$ cat src/rtl/txdesc_pkg.sv
package txdesc_pkg;

  localparam int STAT_W    = 3;
  localparam int STAT_UFLO = 0;
  localparam int STAT_LCOL = 1;
  localparam int STAT_ONE  = 2;

  // strobes from control to datapath
  typedef struct packed {
    logic complete;  // buffer finished: release, write status, advance
    logic skip;      // orphan descriptor: release, advance, keep status
    logic setUflo;   // mark underflow in the status being written
    logic pollClr;   // hold poll timer at zero
  } ctrlStrb_t;

endpackage

$ cat src/rtl/txdesc_dp.sv
module txdesc_dp
  import txdesc_pkg::*;
#(
  parameter int RING          = 8,
  parameter int LEN_W         = 12,
  parameter int POLL_INTERVAL = 8,
  localparam int IDX_W        = $clog2(RING),
  localparam int PCNT_W       = $clog2(POLL_INTERVAL + 1)
) (
  input  logic              clk,
  input  logic              rstN,
  input  ctrlStrb_t         strb,
  input  logic              hostWe,
  input  logic [IDX_W-1:0]  hostIdx,
  input  logic              hostOwn,
  input  logic              hostSop,
  input  logic              hostEop,
  input  logic [LEN_W-1:0]  hostLen,
  input  logic [IDX_W-1:0]  rdIdx,
  output logic              rdOwn,
  output logic [STAT_W-1:0] rdStat,
  input  logic              txLateCol,
  input  logic              txOneRetry,
  output logic              curOwn,
  output logic              curSop,
  output logic              curEop,
  output logic              nextOwn,
  output logic [LEN_W-1:0]  curLen,
  output logic              pollTick
);

  logic [RING-1:0]   ownQ, sopQ, eopQ;
  logic [LEN_W-1:0]  lenQ  [RING];
  logic [STAT_W-1:0] statQ [RING];
  logic [IDX_W-1:0]  idxQ, nextIdx;
  logic [PCNT_W-1:0] pollCnt;
  logic [STAT_W-1:0] doneStat;

  assign nextIdx  = idxQ + 1'b1;
  assign doneStat = {txOneRetry, txLateCol, strb.setUflo};

  // one register slice per descriptor
  for (genvar i = 0; i < RING; i++) begin : g_desc
    logic hit;
    assign hit = (strb.complete || strb.skip) && (idxQ == IDX_W'(i));
    always_ff @(posedge clk) begin
      if (!rstN) begin
        ownQ[i]  <= 1'b0;
        sopQ[i]  <= 1'b0;
        eopQ[i]  <= 1'b0;
        lenQ[i]  <= '0;
        statQ[i] <= '0;
      end else if (hit) begin
        ownQ[i] <= 1'b0;
        if (strb.complete) statQ[i] <= doneStat;
      end else if (hostWe && hostIdx == IDX_W'(i)) begin
        ownQ[i]  <= hostOwn;
        sopQ[i]  <= hostSop;
        eopQ[i]  <= hostEop;
        lenQ[i]  <= hostLen;
        statQ[i] <= '0;
      end
    end
  end

  // ring index, wraps by width truncation
  always_ff @(posedge clk) begin
    if (!rstN) idxQ <= '0;
    else if (strb.complete || strb.skip) idxQ <= nextIdx;
  end

  // poll interval timer
  assign pollTick = (pollCnt == PCNT_W'(POLL_INTERVAL - 1));
  always_ff @(posedge clk) begin
    if (!rstN || strb.pollClr || pollTick) pollCnt <= '0;
    else pollCnt <= pollCnt + 1'b1;
  end

  assign curOwn  = ownQ[idxQ];
  assign curSop  = sopQ[idxQ];
  assign curEop  = eopQ[idxQ];
  assign curLen  = lenQ[idxQ];
  assign nextOwn = ownQ[nextIdx];
  assign rdOwn   = ownQ[rdIdx];
  assign rdStat  = statQ[rdIdx];

endmodule

$ cat src/rtl/txdesc_ctrl.sv
module txdesc_ctrl
  import txdesc_pkg::*;
(
  input  logic      clk,
  input  logic      rstN,
  input  logic      stop,
  input  logic      start,
  input  logic      txDone,
  input  logic      curOwn,
  input  logic      curSop,
  input  logic      curEop,
  input  logic      nextOwn,
  input  logic      pollTick,
  output ctrlStrb_t strb,
  output logic      txValid,
  output logic      txOn,
  output logic      txIntr
);

  typedef enum logic {S_IDLE, S_BUSY} state_t;

  state_t stateQ;
  logic   runQ;
  logic   holdQ;   // underflow seen, waiting for stop
  logic   intrQ;
  logic   launch;

  assign txValid = (stateQ == S_BUSY);
  assign txOn    = runQ;
  assign txIntr  = intrQ;
  assign launch  = !stop && stateQ == S_IDLE && runQ && pollTick && curOwn;

  always_comb begin
    strb         = '0;
    strb.pollClr = !runQ || stateQ == S_BUSY;
    if (launch && !curSop) strb.skip = 1'b1;
    if (!stop && stateQ == S_BUSY && txDone) begin
      strb.complete = 1'b1;
      strb.setUflo  = !curEop && !nextOwn;
    end
  end

  always_ff @(posedge clk) begin
    if (!rstN) begin
      stateQ <= S_IDLE;
      runQ   <= 1'b0;
      holdQ  <= 1'b0;
      intrQ  <= 1'b0;
    end else if (stop) begin
      stateQ <= S_IDLE;
      runQ   <= 1'b0;
      holdQ  <= 1'b0;
      intrQ  <= 1'b0;
    end else begin
      intrQ <= strb.complete && curEop;
      if (start && !holdQ) runQ <= 1'b1;
      case (stateQ)
        S_IDLE: if (launch && curSop) stateQ <= S_BUSY;
        S_BUSY: begin
          if (strb.complete && curEop) stateQ <= S_IDLE;
          if (strb.setUflo) begin
            stateQ <= S_IDLE;
            runQ   <= 1'b0;
            holdQ  <= 1'b1;
          end
        end
        default: stateQ <= S_IDLE;
      endcase
    end
  end

endmodule

$ cat src/rtl/txdesc_ring.sv
module txdesc_ring
  import txdesc_pkg::*;
#(
  parameter int RING          = 8,
  parameter int LEN_W         = 12,
  parameter int POLL_INTERVAL = 8,
  localparam int IDX_W        = $clog2(RING)
) (
  input  logic             clk,
  input  logic             rstN,
  input  logic             stop,
  input  logic             start,
  input  logic             hostWe,
  input  logic [IDX_W-1:0] hostIdx,
  input  logic             hostOwn,
  input  logic             hostSop,
  input  logic             hostEop,
  input  logic [LEN_W-1:0] hostLen,
  input  logic [IDX_W-1:0] rdIdx,
  output logic             rdOwn,
  output logic [2:0]       rdStat,
  output logic             txValid,
  output logic [LEN_W-1:0] txLen,
  input  logic             txDone,
  input  logic             txLateCol,
  input  logic             txOneRetry,
  output logic             txOn,
  output logic             txIntr
);

  ctrlStrb_t strb;
  logic curOwn, curSop, curEop, nextOwn, pollTick;

  txdesc_dp #(
    .RING(RING), .LEN_W(LEN_W), .POLL_INTERVAL(POLL_INTERVAL)
  ) u_dp (
    .clk(clk), .rstN(rstN), .strb(strb),
    .hostWe(hostWe), .hostIdx(hostIdx), .hostOwn(hostOwn),
    .hostSop(hostSop), .hostEop(hostEop), .hostLen(hostLen),
    .rdIdx(rdIdx), .rdOwn(rdOwn), .rdStat(rdStat),
    .txLateCol(txLateCol), .txOneRetry(txOneRetry),
    .curOwn(curOwn), .curSop(curSop), .curEop(curEop),
    .nextOwn(nextOwn), .curLen(txLen), .pollTick(pollTick)
  );

  txdesc_ctrl u_ctrl (
    .clk(clk), .rstN(rstN), .stop(stop), .start(start), .txDone(txDone),
    .curOwn(curOwn), .curSop(curSop), .curEop(curEop), .nextOwn(nextOwn),
    .pollTick(pollTick), .strb(strb), .txValid(txValid), .txOn(txOn),
    .txIntr(txIntr)
  );

endmodule

$ cat config.mk
export PLATFORM = sky130hd
export DESIGN_NAME = txdesc_ring
export DESIGN_NICKNAME = d
export VERILOG_FILES = /design/src/rtl/txdesc_pkg.sv /design/src/rtl/txdesc_dp.sv /design/src/rtl/txdesc_ctrl.sv /design/src/rtl/txdesc_ring.sv
export SDC_FILE = /design/constraint.sdc
export NUM_CORES = 1
export LEC_CHECK = 0
export ABC_CLOCK_PERIOD_IN_PS = 5160
export BUFFER_PORTS_ARGS = -buffer_cell sky130_fd_sc_hd__buf_2
export CORE_ASPECT_RATIO = 1.25
export CORE_MARGIN = 3
export CORE_UTILIZATION = 50
export DETAILED_ROUTE_END_ITERATION = 7
export GPL_TIMING_DRIVEN = 1
export HOLD_SLACK_MARGIN = 0.05
export PLACE_DENSITY_LB_ADDON = 0.12
export SLEW_MARGIN = 0
export SYNTH_ARGS = -nofsm -noshare
export SYNTH_HDL_FRONTEND = slang
export SYNTH_SLANG_ARGS = --single-unit
$ cat constraint.sdc
create_clock -name clk -period 5.16 [get_ports clk]
set_input_delay 1.032 -clock clk [delete_from_list [all_inputs] [get_ports clk]]
set_output_delay 1.032 -clock clk [all_outputs]
set_load 0.05 [all_outputs]
== After elaboration in Yosys (flattened, before gate mapping) ==
Memories as Yosys holds them, arrays and structs flattened. A register that Yosys moved wholly into a read port is not among the register bits.
Cells that the tools add are included.

* Input port bits: 29
* Word-level logic and storage cells: 248
* Output and inout bits: 19
* RAM bits: 120
* Memories: 2
* Bits in registers: 35

* Add/sub/neg operators: 2
* Bitwise gates (word level): 34
* $lt $le $gt $ge: 3
* Muxes and demuxes: 104
* Reduce and logical (&&, ||, !) cells: 58
* Equal/unequal tests: 15

{| class="wikitable"
|+ Memories
! memory !! words !! bits a word !! read ports !! clocked after memory_dff !! write ports !! line !! RTL
|-
| u_dp.lenQ || 8 || 12 || 1 || 1 || 8 || txdesc_dp.sv:33 || <nowiki>logic [LEN_W-1:0] lenQ [RING];</nowiki>
|-
| u_dp.statQ || 8 || 3 || 1 || 0 || 8 || txdesc_dp.sv:34 || <nowiki>logic [STAT_W-1:0] statQ [RING];</nowiki>
|}

{| class="wikitable"
|+ Operator list
! operator !! number
|-
| 12-bit 2-to-1 mux || 8
|-
| 1-bit 2-to-1 mux || 72
|-
| 3-bit 2-to-1 mux || 18
|-
| 1-bit logical AND || 27
|-
| 3-bit equality test, second input constant || 8
|-
| 1-bit OR || 24
|-
| 2-bit AND reduction || 9
|-
| 2-bit OR reduction || 9
|-
| 1-bit binary-select mux with 3-bit select || 5
|-
| 3-bit by 2-bit equality test with 1-bit output, second input constant || 4
|-
| 3-bit by 4-bit < comparator with 1-bit output, second input constant || 3
|-
| 1-bit inverter || 10
|-
| 1-bit zero test || 7
|-
| 3-bit by 1-bit equality test with 1-bit output, second input constant || 2
|-
| 3-bit zero test || 2
|-
| 4-bit by 1-bit adder with 4-bit output, second input constant || 1
|-
| 4-bit by 3-bit equality test with 1-bit output, second input constant || 1
|-
| 1-bit logical OR || 4
|-
| 3-bit by 1-bit adder with 3-bit output, second input constant || 1
|-
| 1-bit case mux with 2 select lines || 1
|}

== Logic depth before layout (Yosys ltp) ==
* Depth in word-level cells: 14
* Depth in mapped cells: 8
* Gate-level depth less buffers: 7

== By module ==
From an unflattened synthesis, not the netlist that was laid out.

* Cell total of the unflattened synthesis: 537
* Area, all modules: 7,499.7 um^2

{| class="wikitable"
|+ Modules (own cells, without submodules)
! module !! area an instance (um^2) !! times used !! cells an instance !! sequential area each (um^2)
|-
| txdesc_dp || 7,295.7 || 1 || 516 || 4,284.1
|-
| txdesc_ctrl || 203.9 || 1 || 21 || 80.1
|}

== Worst setup path after synthesis ==
Ideal clock, no wire load.

* Path kind: input to output
* From: in rdIdx[0]
* To: out rdStat[0]
* Required time: 4.128 ns
* Path buffers: 1
* Stages on the path: 3
* Data arrival time: 2.371 ns
* Path slack: 1.757 ns
* Cell sequence: clkbuf_1 mux4_2 mux2_2

* Longest elaborated chain between the ends: 1

{| class="wikitable"
|+ Ends and longest elaborated chain
! what !! line !! RTL
|-
| start, declared || txdesc_ring.sv:19 || <nowiki>input logic [IDX_W-1:0] rdIdx,</nowiki>
|-
| memory 8 x 3 bit || - ||
|-
| end, declared || txdesc_ring.sv:21 || <nowiki>output logic [2:0] rdStat,</nowiki>
|}

No other way between the ends.

==> flow_summary.ini <==
[placement]
dp_hpwl_microns = 12100
place_congestion = 0.966
port_buffers = 47

[cts]
cts_setup_buffers = 0
cts_tree = done
cts_buffers = 17
cts_resized = 0
clkTransAtPathRegs_ns = 0.06
htree_levels = 4
worst_skew_pair.late_latency_ns = 0.43
cts_hold_buffers = 0
cts_root_buf = clkbuf_16
clock_sinks = 158
clk_path_buf_depth = 2

[yosys]
ys_ff_latch = 158
syn_inst = 528
synth-main-ff-cell = edfxtp_1
ys_seq_area_frac = 0.594
synth_area_sq_um = 7340
synth_area_per_cell_sq_um = 13.9
synthDistinctLibCells = 40
synth_edf_count = 120
synthArstFlopShare = 0
yosysWarnings = 0
synth_nets = 564

[grt]
grt_pass1_wl_microns = 26900
grt_max_degree = 40
grt_pass1_vias = 4721
antenna_found_initial = 0
overflow = 0
grt_use_total = 0.228

[critical_path]
cp_max_fo = 19
end_kind = output port
worst_ep_required_time_ns = 4.13
critical_path.startpoint_type = flop
worstSetupPathType = reg2out
arrival_ns = 2.50

[floorplanning]
fp.dieH_microns = 141
dieArea_sq_um = 16200
start_util = 0.520
die_w_microns = 114
pin_count = 48
rows = 48
core_area_sq_um = 14100

[hold_path]
hold_path.class = reg2reg

[route]
firstDrtPassIters = 5
drcViolationCount = 0
wl_per_cell_microns = 22.9
postRouteAntennaNets = 0
first_iter_violations = 370
vias_per_cell = 5.99
vias = 4524
wirelength_microns = 17300

[pwr]
switching_share = 0.211
switchingPower_uw = 604
cellLeakagePower_nw = 3.12
combPwrFrac = 0.055
internal_power_mw = 2.26
power_density_nw_per_um2 = 344
power.total_mw = 2.86
max-vdd-ir-drop_uv = 235
seq_power_share = 0.496
clkPwrFrac = 0.449

[flow_run]
max_cap_violations = 0

[cells_and_area]
post_route_cells_drive_above_1_share = 0.248
n_antenna_cell = 0
n_fill_cell = 1113
area_delta_synth_final_pct = 13.3
nets = 603

[timing]
maxSlewHeadroom = 0.162
fin_skew_ns = 0.0126
finalCritPeriodShare = 0.685
hold_viol = 0
setup_tns_ns = 0
fmax_ghz = 0.283
rsz0062_at_grt = no
setup_violations = 0
worstMarginPinSlew_ns = 1.25
drv_slew = 0
post-route-min-period_ns = 3.53

[run_status]
run_status = completed
-- cell usage after synthesis, types with 2 or more instances --
cell type  number  area, sq um
buf_4           2         15.0
nor2_1         40          150
o211ai_1       12         90.1
mux4_2         40          901
buf_1           5         18.8
o21ai_1         6         30.0
inv_1           6         22.5
ha_1            7         87.6
dfxtp_1        38          761
o21ai_0         4         20.0
or3_1           5         31.3
xnor2_1         2         17.5
nand3b_1        2         15.0
nor3_1          3         15.0
nand2b_1        4         25.0
clkbuf_1       24         90.1
a21oi_1        10         50.1
mux2_2         21          236
edfxtp_1      120         3600
a32o_1         16          160
nand3_1         5         25.0
mux2i_1         3         30.0
a31oi_1         3         18.8
buf_2           2         10.0
and2_1         98          613
nor2b_1         6         37.5
nand2_1        28          105
o211a_1         4         40.0
-- cells by family after synthesis --
kind of cell,share of synthesized area
AOI/OAI and AO/OA,0.0658
xor gates and xnor gates,0.00358
adders and majority gates,0.0119
buffers and inverters,0.0218
DFF,0.594
muxes,0.159
and+or+nand+nor,0.144
-- power by group through the flow --
stage / combinational (mW) / sequential, mW / clock, mW
after floorplan: 0.101 / 1.44 / 0
after global placement: 0.158 / 1.45 / 0
after detailed placement: 0.160 / 1.45 / 0
after CTS: 0.160 / 1.42 / 1.31
after global routing: 0.171 / 1.42 / 1.35
final: 0.159 / 1.42 / 1.28
-- cells in the final DEF, fill, tap and decap left out, types with 16 or more instances in the layout --
cell / n
dfxtp_1: 38
edfxtp_1: 120
and2_1: 98
nor2_1: 40
a32o_1: 16
buf_2: 47
nand2_1: 28
mux4_2: 40
mux2_2: 21
clkbuf_16: 17
-- path summary, 6_finish.rpt --
| kind | start | cells past startpoint | slack, ns | end |
|---|---|---|---|---|
| max | flop | 4 | 1.63 | txLen[5] |
| min | u_dp.pollCnt[0] | 1 | 0.45 | u_dp.pollCnt[0] |
| max reg2reg | u_dp.idxQ[0] | 5 | 1.68 | u_dp.lenQ[6][1] |
| min reg2reg | u_dp.pollCnt[0] | 1 | 0.45 | u_dp.pollCnt[0] |
-- per-layer routing --
layer | track usage | share of wire | vias to the layer above
met5 | 0 | 0 | -
met4 | 0.113 | 0.041 | 0
met3 | 0.0469 | 0.042 | 48
met2 | 0.405 | 0.55 | 154
met1 | 0.256 | 0.37 | 2268
li1 | - | - | 2054
-- worst max-delay path, stage by stage (launching register included) --
cell and delay, ns:
dfxtp_1 0.97, buf_4 0.30, mux4_2 0.32, mux2_2 0.27, buf_2 0.21
-- layout make-up --
cell class / instances / area, sq um / area share
clock buffer: 19 / 433 / 0.0520
clock inverter: 13 / 170 / 0.0205
inverter: 7 / 26.3 / 0.00316
multi-input combinational: 330 / 2830 / 0.340
sequential: 158 / 4360 / 0.525
tap: 175 / 219 / 0.0263
timing repair buffer: 53 / 280 / 0.0337
-- sequential cells by signal, indices dropped and copies added (netlist names), named ones only --
| signal | flops |
|---|---|
| u_dp.pollCnt | 4 |
| u_dp.statQ | 24 |
| u_dp.eopQ | 8 |
| u_dp.ownQ | 8 |
| u_ctrl.holdQ | 1 |
| u_ctrl.txIntr | 1 |
| u_dp.sopQ | 8 |
| u_dp.idxQ | 3 |
| u_ctrl.txOn | 1 |
| u_dp.lenQ | 96 |
| u_ctrl.txValid | 1 |
-- metrics by stage --
step,hold slack [ns],cells,instance area [sq um],worst slack (ns),util
after floorplan,0.418,528,7340,1.76,-
after global placement,0.432,723,7710,1.59,0.546
after detailed placement,0.442,723,7710,1.52,0.546
after CTS,0.456,755,8310,1.56,0.589
after global routing,0.470,755,8320,1.41,0.589
final,0.448,755,8320,1.63,0.589
No activity file was read; power rests on OpenSTA's default activity.
